**src/rtl/bkpt_arb_pkg.sv**
```systemverilog
package bkpt_arb_pkg;

  localparam int RES_W   = 5;
  localparam int IDX_W   = 4;
  localparam int IDX_SPAN = 1 << IDX_W;
  localparam int SYN_W   = 6;

  localparam logic [SYN_W-1:0] TRAP_SYNDROME = 6'h18;

  localparam logic [1:0] ENC_OP0 = 2'b10;
  localparam logic [2:0] ENC_OP1 = 3'b000;
  localparam logic [3:0] ENC_CRN = 4'b0000;
  localparam logic [2:0] ENC_OP2 = 3'b100;

  typedef enum logic [2:0] {
    RES_ALLOW = 3'd0,
    RES_UNDEF = 3'd1,
    RES_TRAP2 = 3'd2,
    RES_TRAP3 = 3'd3,
    RES_HALT  = 3'd4
  } resKind_e;

  typedef struct packed {
    logic             load;
    logic [RES_W-1:0] onehot;
    logic             trap;
    logic [IDX_W-1:0] idx;
  } arbStrobe_t;

endpackage

```
**src/rtl/bkpt_access_decode.sv**
```systemverilog
module bkpt_access_decode
  import bkpt_arb_pkg::*;
(
  input  logic [1:0] accOp0,
  input  logic [2:0] accOp1,
  input  logic [3:0] accCrn,
  input  logic [2:0] accOp2,
  output logic       encHit
);

  logic op0Ok;
  logic op1Ok;
  logic crnOk;
  logic op2Ok;

  always_comb begin
    op0Ok  = (accOp0 == ENC_OP0);
    op1Ok  = (accOp1 == ENC_OP1);
    crnOk  = (accCrn == ENC_CRN);
    op2Ok  = (accOp2 == ENC_OP2);
    encHit = op0Ok & op1Ok & crnOk & op2Ok;
  end

endmodule

```
**src/rtl/bkpt_access_ctrl.sv**
```systemverilog
module bkpt_access_ctrl
  import bkpt_arb_pkg::*;
#(
  parameter int NUM_BKPT        = 16,
  parameter bit EL3_PRIO_HALTED = 1'b1
) (
  input  logic                accValid,
  input  logic                encHit,
  input  logic                accWrite,
  input  logic [IDX_W-1:0]    accCrm,
  input  logic [1:0]          curEl,
  input  logic                isHalted,
  input  logic                hasEl2,
  input  logic                hasEl3,
  input  logic                el2Enabled,
  input  logic                secDbgOff,
  input  logic                monFgtEnable,
  input  logic                monTrapDbg,
  input  logic                hypTrapRoute,
  input  logic                hypTrapDbg,
  input  logic [NUM_BKPT-1:0] fgReadTrap,
  input  logic [NUM_BKPT-1:0] fgWriteTrap,
  input  logic                extTrapDbg,
  input  logic                osLocked,
  input  logic                haltAllowed,
  output arbStrobe_t          strobe
);

  localparam logic [IDX_W:0] BKPT_LIMIT = (IDX_W+1)'(NUM_BKPT);

  logic [IDX_SPAN-1:0] rdTrapWide;
  logic [IDX_SPAN-1:0] wrTrapWide;

  generate
    if (NUM_BKPT < IDX_SPAN) begin : g_pad
      assign rdTrapWide = {{(IDX_SPAN-NUM_BKPT){1'b0}}, fgReadTrap};
      assign wrTrapWide = {{(IDX_SPAN-NUM_BKPT){1'b0}}, fgWriteTrap};
    end else begin : g_full
      assign rdTrapWide = fgReadTrap;
      assign wrTrapWide = fgWriteTrap;
    end
  endgenerate

  logic     implemented;
  logic     el2Live;
  logic     fgGate;
  logic     fgBit;
  logic     haltHit;
  logic     earlyUndef;
  logic     hypHit;
  logic     monHit;
  logic     lowerEl;
  resKind_e kind;

  always_comb begin
    implemented = ({1'b0, accCrm} < BKPT_LIMIT);
    el2Live     = hasEl2 & el2Enabled;
    fgGate      = el2Live & (~hasEl3 | monFgtEnable);
    fgBit       = accWrite ? wrTrapWide[accCrm] : rdTrapWide[accCrm];
    hypHit      = el2Live & (hypTrapRoute | hypTrapDbg);
    monHit      = hasEl3 & monTrapDbg;
    haltHit     = ~osLocked & haltAllowed & extTrapDbg;
    earlyUndef  = EL3_PRIO_HALTED & isHalted & hasEl3 & secDbgOff & monTrapDbg;
    lowerEl     = (curEl == 2'd1);

    if (!implemented || curEl == 2'd0) begin
      kind = RES_UNDEF;
    end else if (curEl == 2'd3) begin
      kind = haltHit ? RES_HALT : RES_ALLOW;
    end else if (earlyUndef) begin
      kind = RES_UNDEF;
    end else if (lowerEl && fgGate && fgBit) begin
      kind = RES_TRAP2;
    end else if (lowerEl && hypHit) begin
      kind = RES_TRAP2;
    end else if (monHit) begin
      kind = (isHalted && secDbgOff) ? RES_UNDEF : RES_TRAP3;
    end else if (haltHit) begin
      kind = RES_HALT;
    end else begin
      kind = RES_ALLOW;
    end

    strobe.load   = accValid & encHit;
    strobe.onehot = RES_W'(1) << kind;
    strobe.trap   = (kind == RES_TRAP2) || (kind == RES_TRAP3);
    strobe.idx    = accCrm;
  end

endmodule

```
**src/rtl/bkpt_access_dpath.sv**
```systemverilog
module bkpt_access_dpath
  import bkpt_arb_pkg::*;
(
  input  logic             clk,
  input  logic             rstN,
  input  arbStrobe_t       strobe,
  output logic             resValid,
  output logic [RES_W-1:0] resVec,
  output logic [SYN_W-1:0] resSyndrome,
  output logic [IDX_W-1:0] resIndex
);

  always_ff @(posedge clk or negedge rstN) begin
    if (!rstN) begin
      resValid    <= 1'b0;
      resVec      <= '0;
      resSyndrome <= '0;
      resIndex    <= '0;
    end else begin
      resValid    <= strobe.load;
      resVec      <= strobe.load ? strobe.onehot : '0;
      resSyndrome <= (strobe.load && strobe.trap) ? TRAP_SYNDROME : '0;
      resIndex    <= strobe.load ? strobe.idx : '0;
    end
  end

endmodule

```
**src/rtl/bkpt_access_arbiter.sv**
```systemverilog
module bkpt_access_arbiter
  import bkpt_arb_pkg::*;
#(
  parameter int NUM_BKPT        = 16,
  parameter bit EL3_PRIO_HALTED = 1'b1
) (
  input  logic                clk,
  input  logic                rstN,
  input  logic                accValid,
  input  logic                accWrite,
  input  logic [1:0]          accOp0,
  input  logic [2:0]          accOp1,
  input  logic [3:0]          accCrn,
  input  logic [3:0]          accCrm,
  input  logic [2:0]          accOp2,
  input  logic [1:0]          curEl,
  input  logic                isHalted,
  input  logic                hasEl2,
  input  logic                hasEl3,
  input  logic                el2Enabled,
  input  logic                secDbgOff,
  input  logic                monFgtEnable,
  input  logic                monTrapDbg,
  input  logic                hypTrapRoute,
  input  logic                hypTrapDbg,
  input  logic [NUM_BKPT-1:0] fgReadTrap,
  input  logic [NUM_BKPT-1:0] fgWriteTrap,
  input  logic                extTrapDbg,
  input  logic                osLocked,
  input  logic                haltAllowed,
  output logic                resValid,
  output logic [4:0]          resVec,
  output logic [5:0]          resSyndrome,
  output logic [3:0]          resIndex
);

  logic       encHit;
  arbStrobe_t strobe;

  bkpt_access_decode u_decode (
    .accOp0 (accOp0),
    .accOp1 (accOp1),
    .accCrn (accCrn),
    .accOp2 (accOp2),
    .encHit (encHit)
  );

  bkpt_access_ctrl #(
    .NUM_BKPT        (NUM_BKPT),
    .EL3_PRIO_HALTED (EL3_PRIO_HALTED)
  ) u_ctrl (
    .accValid     (accValid),
    .encHit       (encHit),
    .accWrite     (accWrite),
    .accCrm       (accCrm),
    .curEl        (curEl),
    .isHalted     (isHalted),
    .hasEl2       (hasEl2),
    .hasEl3       (hasEl3),
    .el2Enabled   (el2Enabled),
    .secDbgOff    (secDbgOff),
    .monFgtEnable (monFgtEnable),
    .monTrapDbg   (monTrapDbg),
    .hypTrapRoute (hypTrapRoute),
    .hypTrapDbg   (hypTrapDbg),
    .fgReadTrap   (fgReadTrap),
    .fgWriteTrap  (fgWriteTrap),
    .extTrapDbg   (extTrapDbg),
    .osLocked     (osLocked),
    .haltAllowed  (haltAllowed),
    .strobe       (strobe)
  );

  bkpt_access_dpath u_dpath (
    .clk         (clk),
    .rstN        (rstN),
    .strobe      (strobe),
    .resValid    (resValid),
    .resVec      (resVec),
    .resSyndrome (resSyndrome),
    .resIndex    (resIndex)
  );

endmodule

```
**config.mk**
```make
export PLATFORM = sky130hd
export DESIGN_NAME = bkpt_access_arbiter
export DESIGN_NICKNAME = d
export VERILOG_FILES = /design/src/rtl/bkpt_arb_pkg.sv /design/src/rtl/bkpt_access_decode.sv /design/src/rtl/bkpt_access_ctrl.sv /design/src/rtl/bkpt_access_dpath.sv /design/src/rtl/bkpt_access_arbiter.sv
export SDC_FILE = /design/constraint.sdc
export NUM_CORES = 1
export LEC_CHECK = 0
export BUFFER_PORTS_ARGS = -buffer_cell sky130_fd_sc_hd__buf_2
export CAP_MARGIN = 15
export CORE_MARGIN = 4
export CORE_UTILIZATION = 39
export CTS_CLUSTER_SIZE = 16
export DETAILED_ROUTE_END_ITERATION = 10
export GPL_TIMING_DRIVEN = 0
export PLACE_DENSITY = 0.93
export REMOVE_ABC_BUFFERS = 1
export SYNTH_ARGS = -nofsm -noshare
export SYNTH_HDL_FRONTEND = slang
export SYNTH_HIERARCHICAL = 1
export SYNTH_SLANG_ARGS = --single-unit
```
**constraint.sdc**
```tcl
create_clock -name clk -period 1 [get_ports clk]
set_clock_uncertainty 0.05 [all_clocks]
set_input_delay 0.2 -clock clk [delete_from_list [all_inputs] [get_ports clk]]
set_output_delay 0.2 -clock clk [all_outputs]
set_load 0.02 [all_outputs]
```
==> out/qor.yml <==
synth_cells: 85
crit_arrival_ns: 1.50
violations: "setup timing"
grt_pass1_vias: 928
clk_pin_slew_ns: 0.06
fin_ws_ns: -0.413
core-area_um2: 2190
criticalPathCategory: "in2reg"
track_usage_pct: 15.5
htreeDepth: 1
period_share_pct: 141
setup-violations-final: 16
cts_made_buffers: 3
worst_setup_path_end_kind: "register"
ant_nets: 0
max_freq_mhz: 708
num_vias: 908
hp-class: "in2reg"
fillers: 178
seq_area_frac_synth_pct: 30.9
wl_um: 2480
final_core_util_pct: 63.3
hold_violations: 0
yosys-top-cells-area: "dfrtp_1 31%, mux4_2 15%, mux2i_1 7.9%"
cp-start-kind: "input pin"
die_x_um: 55.8
path_max_fanout: 8
pwr-share-clk_pct: 26.2
slowest_stage: "mux4_2"
drive_gt1_share_pct: 59.4
max_cap_violations: 0
io_buffers: 77
initial_core_util_pct: 40.7
nNetsFinal: 227
ys.flop_type: "dfrtp_1"
critPathRequiredTime_ns: 1.09
initialDrtViolationCount: 15
avgSynthCellArea_um2: 10.5
synth_edf_count: 0
outcome: "finished, violations left"
top_layer_used: "met3"
post-place-ws_ns: -0.937
p_comb_share_pct: 31.8
cts_tree: "yes"
synth_top_area_share_pct: 30.9
drc: 0
power.switching_uw: 268
hpwl_um: 2030
finalInstanceArea_um2: 1390
power_mw: 1.06
async_reset_ff_share_pct: 100
path_cells: "buf_12 > mux4_2 > mux2i_1 > a22oi_2 > nand4_1 > a21oi_1 > and2_1"
grt_max_degree: 12
min_from: "accCrm[3]"
met1_length_um: 875
synth_cell_types: 31
ys_warn_count: 6
yosysTopAreaCell: "dfrtp_1"
powerDensity_nw_per_um2: 765
clock_sinks: 11
areaGrowthSynthToFinish_pct: 55.8
grt_setup_unrepaired: "yes"
min_period_ns: 1.41
firstDrtPassIters: 4
clk_path_buf_depth: 2
finalSetupTns_ns: -2.16
syn-cell-area_um2: 891
ys_ff_latch: 11
seqPwrFrac_pct: 41.9
ios: 82
ir_worst_vdd_uv: 462
cts-root-buf: "clkbuf_4"
placed_area_um2: 1240
wl_met2_um: 1470
switching_share_pct: 25.2
place_congestion: 0.725
dieArea_um2: 3110
synth_top_cells_by_count: "11 x and2_1, 11 x dfrtp_1, 9 x buf_4"
grt_first_pass_wirelength_um: 3910
routedWlPerCell_um: 13.2
vias_per_cell: 4.83
gr-total-overflow: 0
diodes: 0
cpPeakStageDelay_ns: 0.48
antenna_found_initial: 0
p_leak_nw: 0.735
die_h_um: 55.8
whs_endpoint: "u_dpath/resIndex[3]"
slew_viol_final: 0
holdPathStages: 2
p_int_uw: 794
route.met3.wl_um: 133
num_rows: 17
[power groups by stage]
stage	registers [mW]	clock network, mW	logic (mW)
after floorplan	0.453	0	0.147
after global placement	0.453	0	0.304
after detailed placement	0.453	0	0.318
after CTS	0.445	0.274	0.333
after global routing	0.445	0.301	0.372
final	0.445	0.279	0.338
[layer usage]
| layer | track usage (%) | vias up |
|---|---|---|
| li1 | - | 451 |
| met1 | 15.0 | 425 |
| met2 | 32.3 | 32 |
| met3 | 2.09 | 0 |
| met4 | 5.21 | 0 |
| met5 | 0 | - |
[per-stage QoR]
step | cells | hold slack [ns]
3_3_place_gp | 182 | 0.0102
5_1_grt | 188 | 0.177
6_report | 188 | 0.167
4_1_cts | 188 | 0.164
3_5_place_dp | 182 | 0.0147
2_1_floorplan | 77 | -0.146
[registers in the layout, summed over array words and instances, names as in the netlist]
signal	flops
u_dpath/resValid	1
u_dpath/resSyndrome	1
u_dpath/resIndex	4
u_dpath/resVec	5
[final cells by class]
| cell class | instances | area [µm²] | share of cell area [%] |
|---|---|---|---|
| Clock buffer | 4 | 26.3 | 1.89 |
| Inverter | 2 | 7.51 | 0.541 |
| Multi-Input combinational cell | 64 | 551 | 39.7 |
| Sequential cell | 11 | 275 | 19.8 |
| Tap cell | 28 | 35.0 | 2.52 |
| Timing Repair Buffer | 79 | 493 | 35.5 |
[how the worst max path moves through the flow]
| stage | depth (start not counted) | to | start | slack, ns |
|---|---|---|---|---|
| 6_report | 7 | u_dpath/resVec[2] | accCrm[1] | -0.41 |
| 5_1_grt | 7 | u_dpath/resVec[2] | accCrm[1] | -0.48 |
| 4_1_cts | 7 | u_dpath/resVec[0] | accCrm[1] | -0.43 |
| 3_5_place_dp | 7 | u_dpath/resSyndrome[3] | accCrm[1] | -0.94 |
| 3_3_place_gp | 7 | u_dpath/resVec[0] | accCrm[1] | -0.90 |
| 2_1_floorplan | 6 | u_dpath/resVec[0] | accCrm[1] | -0.47 |
[placed cells by master, fill, tap and decap left out, types with 4 or more instances in the layout]
master / instances
and2_1: 10
buf_2: 64
buf_6: 12
conb_1: 4
dfrtp_1: 11
mux2i_1: 7
mux4_2: 6
[kinds of logic (layout without fill, tap and decap cells)]
group / count (synthesis) / after routing / share of synthesized area, %
compound gates: 14 / 14 / 12.5
xor+xnor: 1 / 1 / 0.983
buf+inv: 13 / 85 / 10.3
flops: 11 / 11 / 30.9
mux: 13 / 13 / 23.0
other cells: 1 / 4 / 0.421
simple gates: 32 / 32 / 21.9
[critical path, delay by kind of cell]
family / cells / cell delay (ns)
buffers and inverters: 1 / 0.10
multiplexers: 2 / 0.67
AND/OR/NAND/NOR: 2 / 0.31
AO/OA/AOI/OAI: 2 / 0.20
[what timing repair did]
action | 4_1_cts | 5_1_grt
hold buffers | 1 | 0
resized for setup | 29 | 3
setup endpoints to repair | 22 | 22
endpoints found under the hold margin | 11 | 0
setup buffers | 1 | 0
pin swaps | 7 | 3
No activity file was read; power rests on OpenSTA's default activity.
